===== config.mk =====
export PLATFORM = sky130hd
export DESIGN_NAME = wdog_escalator
export DESIGN_NICKNAME = d
export VERILOG_FILES = /design/src/rtl/wdog_pkg.sv /design/src/rtl/wdog_timebase.sv /design/src/rtl/wdog_edge.sv /design/src/rtl/wdog_fsm.sv /design/src/rtl/wdog_escalator.sv
export SDC_FILE = /design/constraint.sdc
export NUM_CORES = 1
export LEC_CHECK = 0
export ABC_CLOCK_PERIOD_IN_PS = 2400
export CAP_MARGIN = 25
export CORE_ASPECT_RATIO = 1.4
export CORE_UTILIZATION = 40
export CTS_CLUSTER_SIZE = 20
export DETAILED_ROUTE_END_ITERATION = 8
export GPL_TIMING_DRIVEN = 0
export MAX_ROUTING_LAYER = met4
export PLACE_DENSITY = 0.81
export SYNTH_ARGS = -nofsm -noshare
export SYNTH_HDL_FRONTEND = slang
export SYNTH_SLANG_ARGS = --single-unit

===== constraint.sdc =====
create_clock -name clk -period 2.4 [get_ports clk]
set_input_delay 0.24 -clock clk [delete_from_list [all_inputs] [get_ports clk]]
set_output_delay 0.24 -clock clk [all_outputs]
set_load 0.01 [all_outputs]

===== src/rtl/wdog_pkg.sv =====
package wdog_pkg;
    localparam int NTAP  = 4;
    localparam int SEL_W = $clog2(NTAP);
    localparam int CTL_W = SEL_W + 2;

    // status encoding {interrupt-status, enable-next}
    typedef enum logic [1:0] {
        S_QUIET = 2'b00,
        S_ARMED = 2'b01,
        S_FIRED = 2'b10,
        S_ESCAL = 2'b11
    } wd_state_e;

    typedef struct packed {
        logic             rst_en;
        logic             irq_en;
        logic [SEL_W-1:0] period;
    } wd_ctl_t;
endpackage


===== src/rtl/wdog_timebase.sv =====
module wdog_timebase #(
    parameter int W = 32
) (
    input  logic         clk,
    input  logic         rst,
    input  logic         we,
    input  logic [W-1:0] wdata,
    output logic [W-1:0] q
);
    always_ff @(posedge clk) begin
        if (rst)     q <= '0;
        else if (we) q <= wdata;
        else         q <= q + W'(1);
    end

    a_r2_count: assert property (@(posedge clk) disable iff (rst)
        !we |=> q == $past(q) + W'(1));
    a_r2_load: assert property (@(posedge clk) disable iff (rst)
        we |=> q == $past(wdata));
endmodule


===== src/rtl/wdog_edge.sv =====
module wdog_edge
    import wdog_pkg::*;
(
    input  logic             clk,
    input  logic             rst,
    input  logic [NTAP-1:0]  taps,
    input  logic [SEL_W-1:0] sel,
    input  logic             load,
    input  logic [SEL_W-1:0] load_sel,
    output logic             ev
);
    logic prev;

    // on a control write, remember the tap that will be selected next,
    // so switching taps cannot fabricate an edge
    always_ff @(posedge clk) begin
        if (rst) prev <= 1'b0;
        else     prev <= taps[load ? load_sel : sel];
    end

    assign ev = taps[sel] & ~prev;

    a_r3_single_edge: assert property (@(posedge clk) disable iff (rst)
        (ev && !load) |=> !ev);
endmodule


===== src/rtl/wdog_fsm.sv =====
module wdog_fsm
    import wdog_pkg::*;
(
    input  logic       clk,
    input  logic       rst,
    input  logic       ev,
    input  logic [1:0] clr,
    input  logic       rst_en,
    input  logic       irq_en,
    input  logic       crit_en,
    input  logic       guest_en,
    output logic [1:0] sts,
    output logic       irq,
    output logic       rst_req
);
    wd_state_e  st, st_nx;
    logic [1:0] setm;
    logic       esc;

    always_comb begin
        setm = 2'b00;
        esc  = 1'b0;
        if (ev) begin
            unique case (st)
                S_QUIET, S_FIRED: setm = 2'b01;  // arm
                S_ARMED:          setm = 2'b10;  // fire
                S_ESCAL:          esc  = 1'b1;   // escalate
            endcase
        end
        st_nx = wd_state_e'((st & ~clr) | setm);  // clear, set wins
    end

    always_ff @(posedge clk) begin
        if (rst) begin
            st      <= S_QUIET;
            rst_req <= 1'b0;
        end else begin
            st      <= st_nx;
            rst_req <= esc & rst_en;
        end
    end

    always_comb begin
        sts = st;
        irq = st[1] & irq_en & (crit_en | guest_en);
    end

    a_r5_arm: assert property (@(posedge clk) disable iff (rst)
        (ev && st == S_QUIET && clr == 2'b00) |=> st == S_ARMED);
    a_r6_fire: assert property (@(posedge clk) disable iff (rst)
        (ev && st == S_ARMED && clr == 2'b00) |=> st == S_ESCAL);
    a_r9_set_wins: assert property (@(posedge clk) disable iff (rst)
        (ev && st == S_ARMED) |=> st[1]);
    a_r8_from_escal: assert property (@(posedge clk) disable iff (rst)
        rst_req |-> $past(st == S_ESCAL && rst_en));
endmodule


===== src/rtl/wdog_escalator.sv =====
module wdog_escalator
    import wdog_pkg::*;
#(
    parameter int TB_W = 32,
    parameter int TAP0 = 12,
    parameter int TAP1 = 8,
    parameter int TAP2 = 6,
    parameter int TAP3 = 0
) (
    input  logic             clk,
    input  logic             rst,
    input  logic             tb_we,
    input  logic [TB_W-1:0]  tb_wdata,
    output logic [TB_W-1:0]  tb_q,
    input  logic             ctl_we,
    input  logic [CTL_W-1:0] ctl_wdata,
    output logic [CTL_W-1:0] ctl_q,
    input  logic             sts_we,
    input  logic [1:0]       sts_wdata,
    output logic [1:0]       sts_q,
    input  logic             crit_en,
    input  logic             guest_en,
    output logic             wd_irq,
    output logic             wd_rst_req
);
    localparam int TAP_POS [NTAP] = '{TAP0, TAP1, TAP2, TAP3};

    wd_ctl_t         ctl;
    wd_ctl_t         ctl_in;
    logic [NTAP-1:0] tap_bits;
    logic            ev;

    assign ctl_in = wd_ctl_t'(ctl_wdata);

    always_ff @(posedge clk) begin
        if (rst)         ctl <= '0;
        else if (ctl_we) ctl <= ctl_in;
    end
    assign ctl_q = ctl;

    wdog_timebase #(.W(TB_W)) u_tb (
        .clk(clk), .rst(rst), .we(tb_we), .wdata(tb_wdata), .q(tb_q)
    );

    for (genvar g = 0; g < NTAP; g++) begin : g_tap
        assign tap_bits[g] = tb_q[TAP_POS[g]];
    end

    wdog_edge u_edge (
        .clk(clk), .rst(rst), .taps(tap_bits), .sel(ctl.period),
        .load(ctl_we), .load_sel(ctl_in.period), .ev(ev)
    );

    wdog_fsm u_fsm (
        .clk(clk), .rst(rst), .ev(ev),
        .clr(sts_we ? sts_wdata : 2'b00),
        .rst_en(ctl.rst_en), .irq_en(ctl.irq_en),
        .crit_en(crit_en), .guest_en(guest_en),
        .sts(sts_q), .irq(wd_irq), .rst_req(wd_rst_req)
    );

    a_r7_irq_source: assert property (@(posedge clk) disable iff (rst)
        wd_irq |-> (sts_q[1] && ctl.irq_en && (crit_en || guest_en)));
    a_r1_quiet_after_reset: assert property (@(posedge clk)
        rst |=> (sts_q == 2'b00 && !wd_rst_req && tb_q == '0));
endmodule


# Word level (Yosys, flattened, before mapping)
# Cells that the tools add are included.
[totals]
in_bits = 45
reg_bits = 40
output_inout_bits = 40
word_cells = 35
[classes]
magnitude_cmp = 2
muxes = 11
bitwise = 9
reduce_logical = 2
addsub = 1
n_eq_ne = 3
[ops]
columns = ["cell", "count"]
rows = [
  ["$add 32x1->32 const B", 1],
  ["$mux 32", 1],
  ["$lt 2x3->1 const B", 2],
  ["$mux 2", 3],
  ["$and 1x1->1", 4],
  ["$bmux 1 s2", 2],
  ["$eq 2x2->1 const B", 2],
  ["$mux 1", 4],
  ["$pmux 2 s2", 1],
  ["$and 2x2->2", 1],
  ["$eq 2x1->1 const B", 1],
  ["$logic_not 2->1", 1],
  ["$not 2->2", 1],
  ["$or 2x2->2", 1],
  ["$reduce_or 2->1", 1],
  ["$not 1->1", 1],
  ["$or 1x1->1", 1],
]

# Longest topological paths before layout
[depth]
depth_word = 5
ltp_mapped = 6
depth_no_buf = 5

# Modules after synthesis
# Synthesis repeated with hierarchy kept, for this count alone.
[unflattened]
cells_unflattened = 261
hier_area_um2 = 2212.1
[by_module_without_submodules]
columns = ["mod", "cells_per_inst", "seq_area_each_um2", "area_per_inst_um2", "n_inst"]
rows = [
  ["wdog_timebase", 227, 640.6, 1850.5, 1],
  ["wdog_escalator", 15, 80.1, 152.6, 1],
  ["wdog_fsm", 12, 60.1, 116.4, 1],
  ["wdog_edge", 7, 20.0, 92.6, 1],
]

# Worst setup path after synthesis
# No wires, ideal clock.
[synth_timing]
kind = "register to register"
startpoint = "reg u_tb.q[0]"
endpoint = "reg u_tb.q[30]"
period_less_slack_ns = 2.152
setup_slack_ns = 0.248
t_required_ns = 2.309
arrival_time_ns = 2.061
stages_incl_launch_ff = 7
path_buffers = 1
setup_time_ns = 0.091
path_cell_list = "dfxtp_1 ha_1 nand4_1 or3_1 buf_2 or4_1 a311oi_1"
[synth_between]
elab_chain_len = 2
[synth_rtl]
columns = ["item", "line", "rtl"]
rows = [
  ["start, declared", "wdog_timebase.sv:8", "output logic [W-1:0] q"],
  ["start signal, assigned", "wdog_timebase.sv:12", "else if (we) q <= wdata;"],
  ["start signal, assigned", "wdog_timebase.sv:13", "else q <= q + W'(1);"],
  ["$add 32x1->32", "wdog_timebase.sv:13", ""],
  ["$mux 32", "wdog_timebase.sv:12", ""],
]
# Every way passes these cells.
# A chain may end at the register's enable or synchronous reset.

# Final worst setup path
[layout_timing]
startpoint = "reg u_tb.q[1]"
endpoint = "reg u_tb.q[30]"
# The elaborated chain is that of the path after synthesis.

==> results.md <==
* CTS sink cnt at 40
* Hold Path Class: in -> reg
* Period utilization at 94.5%
* Post-synth ARST share at 0%
* WHS Endpoint: ctl_q[2]
* DP Area at 3010 um2
* Post-synth top area share at 38.2%
* Worst R2R Path Depth at 6
* WP data required at 2600 ps
* Hold path start: ctl_we
* Clock latency on the worst-skew pair at 290 ps
* Reg2reg start: u_tb.q[1]
* Arr. time, crit path at 2460 ps
* RR Endpoint: u_tb.q[30]
* Hold-fix buffers at CTS at 0
* Clock Root Buffer: clkbuf_8
* Fin Setup TNS at 0 ps
* CP max stage cell: or3_1
* Final WL at 6.17 mm
* Internal power at 1100 uW
* Combinational share of power at 20.6%
* Die span in x at 63.2 um
* CP delay by family, top: simple AND/OR/NAND/NOR gates
* Critical Path Max Stage Delay at 430 ps
* Post-synth EDFFs at 0
* PwrDens at 489 nW/um2
* H-tree depth at 2
* Final-report max-slew violation count at 0
* I/O pins at 85
* TritonCTS clock tree: done
* Nets at 387
* Relative slew margins at 61.7%
* GRT Util Overall at 24.6%
* Largest net degree at the start of global routing at 12
* Syn avg cell area at 8.39 um2
* Worst-Margin Slew at 575 ps
* CP Cell Sequence: ha_1 -> nand4_1 -> or3_1 -> buf_2 -> or4_1 -> a311oi_1
* Met3 GRT Util at 6.38%
* Grt met1 use at 26.3%
* Flop2flop setup slack at 130 ps
* Die height at 87.7 um
* DRT antenna net count at 0
* Crit Path Class: reg -> reg
* Layout area overhead at 47.6%
* Mapped Cells at 250
* Die Area at 5540 um2
* Min cycle time layout at 2270 ps
* DR pass1 iterations at 5
* Mapped Nets at 296
* Sw Ratio at 27.4%
* Met2 capacity usage during global routing at 43.5%
* Status: complete, no violations
* HPWL after DPL at 4.56 mm
* Maximum vdd drop at 0.349 mV
* Synthesized flop and latch total at 40
* Leading area contributor after synthesis: dfxtp_1
* Setup violations, final at 0
* Initial core utilization at 42.3%
* Cell area after layout at 3100 um2
* Clock power share at 28.2%
* Buf/Inv on CP at 1
* Max-cap violations at 0
* Busiest metal layer after global routing: met2
* Yosys warns at 0
* Net Switching at 415 uW
* Post-synthesis sequential area ratio at 38.2%
* Gr ovfl total at 0
* Residual DRC at 0
* GPL Wtd Cong at 0.854
* Fraction of layout cells with a size suffix above 1 at 4.99%
* CP startpoint kind: flip-flop
* Port bufs at 83
* Netlist cell types at 36
* Fillers at 460
* Clock buffer count from CTS at 5
* Worst-path clk slew at 80 ps
* Vias in the first global route at 2330
* First-pass GRT wire length at 10.5 mm
* Critical Path Fanout Max at 10
* Core area at 4950 um2
* Final hold viol count at 0
* Initial DRC Count at 113
* Inserted Diodes at 0
* Final Skew at 6.02 ps
* Initial antenna violation count at 0
* Post-Syn Area at 2100 um2
* Lkg Pwr at 0.00103 uW
* Vias after detailed routing at 2317
* Fmax at 0.441 GHz
* Synth area leaders: dfxtp_1, a311oi_1, nor2_1
* CP Capture Type: flip-flop
* Cell Rows at 30
* Unrepaired setup endpoints after global routing: false
* DR WL/cell at 15.2 um
* CTS max path bufs at 2
* Vias/cell at 5.72
* Reg power frac at 51.2%
* Top FF cell, synth: dfxtp_1
* WHS Path Cells at 3
==> final cells by class <==
type                            count  area, um2  area share, %
Multi-Input combinational cell    181       1180           38.0
Clock inverter                      1       5.00          0.162
Timing Repair Buffer               84        838           27.1
Tap cell                           64       80.1           2.59
Sequential cell                    40        803           25.9
Buffer                             19       81.3           2.63
Clock buffer                        6       72.6           2.34
Inverter                           10       37.5           1.21
==> flip-flops by register name, summed over array words and instances, names as in the netlist <==
name / cells
u_edge.prev: 1
u_tb.q: 32
u_fsm.rst_req: 1
u_fsm.sts: 2
ctl_q: 4
==> tightest hold or removal path: cells and delay by family <==
family | cells | cell delay (ps)
buffers and inverters | 1 | 150
multiplexers | 1 | 150
AND/OR/NAND/NOR | 1 | 70
==> power by group through the flow <==
stage / logic, uW / clock network (uW) / registers, uW
after floorplan: 111 / 0 / 793
after global placement: 308 / 0 / 785
after detailed placement: 312 / 0 / 787
after CTS: 314 / 429 / 773
after global routing: 341 / 459 / 784
final: 312 / 427 / 774
==> per-stage QoR <==
| step | total power, uW | setup WS [ps] | utilization, % | hold slack [ps] | std cells |
|---|---|---|---|---|---|
| floorplan | 903 | 248 | - | 349 | 250 |
| global placement | 1090 | -14.2 | 60.7 | 453 | 397 |
| detailed placement | 1100 | -98.0 | 60.7 | 461 | 397 |
| CTS | 1520 | 94.7 | 62.4 | 354 | 405 |
| global route | 1580 | 26.8 | 62.5 | 386 | 405 |
| finish | 1510 | 132 | 62.5 | 347 | 405 |
==> routing by layer <==
layer / vias up / part of all wire [%]
met5: - / 0
met4: 0 / 1.9
met3: 10 / 6.1
met2: 83 / 51
met1: 1089 / 41
li1: 1135 / -
==> synthesized netlist by cell type (all sizes together) (2+ instances only) <==
library cell	n
a211oi	10
a21oi	6
a311oi	17
and4	6
buf	5
clkbuf	14
dfxtp	40
inv	9
mux2i	5
mux4	2
nand2	15
nand3	9
nand4	10
nor2	36
nor2b	2
nor3	4
nor4	4
o21ai	8
o31ai	10
or3	6
or4	12
xnor2	7
xor2	4
==> logic make-up after synthesis <==
kind of cell               share of synthesized area (%)
xor gates and xnor gates                            4.59
adders and majority gates                          0.597
muxes                                               4.53
DFF                                                 38.2
buffers and inverters                               5.67
AOI/OAI and AO/OA                                   19.9
and+or+nand+nor                                     26.6
==> timing repair <==
action | in CTS | in global routing
pin swaps | 0 | 0
endpoints found under the setup margin | 2 | 3
gates resized for setup | 0 | 2
buffers inserted | 1 | 0
cloned | 0 | 0
==> worst max path at each step <==
stage                     startpoint    endpoint  slack [ps]  cells past startpoint
final                      u_tb.q[1]  u_tb.q[30]         130                      6
after global routing       u_tb.q[1]  u_tb.q[30]          30                      6
after CTS                  u_tb.q[0]  u_tb.q[30]          90                      6
after detailed placement   u_tb.q[0]  u_tb.q[30]        -100                      6
after global placement     u_tb.q[0]  u_tb.q[30]         -10                      6
after floorplan            u_tb.q[0]  u_tb.q[30]         250                      6
==> placed cells by master, fill, tap and decap left out, types with 2 or more instances in the layout <==
cell type	Yosys	routed
or4_1	12	12
nand3_1	9	9
o31ai_1	10	10
xor2_1	4	4
inv_1	8	8
or3_1	6	6
dfxtp_2	0	2
nand4_1	9	9
a311oi_1	17	17
mux4_2	2	2
a21oi_1	6	6
buf_2	2	2
buf_4	2	3
a211oi_1	10	10
nor4_1	4	4
xnor2_1	7	7
nand2_1	15	15
clkbuf_8	0	5
dfxtp_1	40	38
mux2i_1	5	5
o21ai_0	8	8
nor2b_1	2	2
clkbuf_1	14	15
and4_1	6	6
nor2_1	36	36
nor3_1	4	4
clkdlybuf4s50_1	0	83
Note: power is estimated with default switching activity, not from simulation.
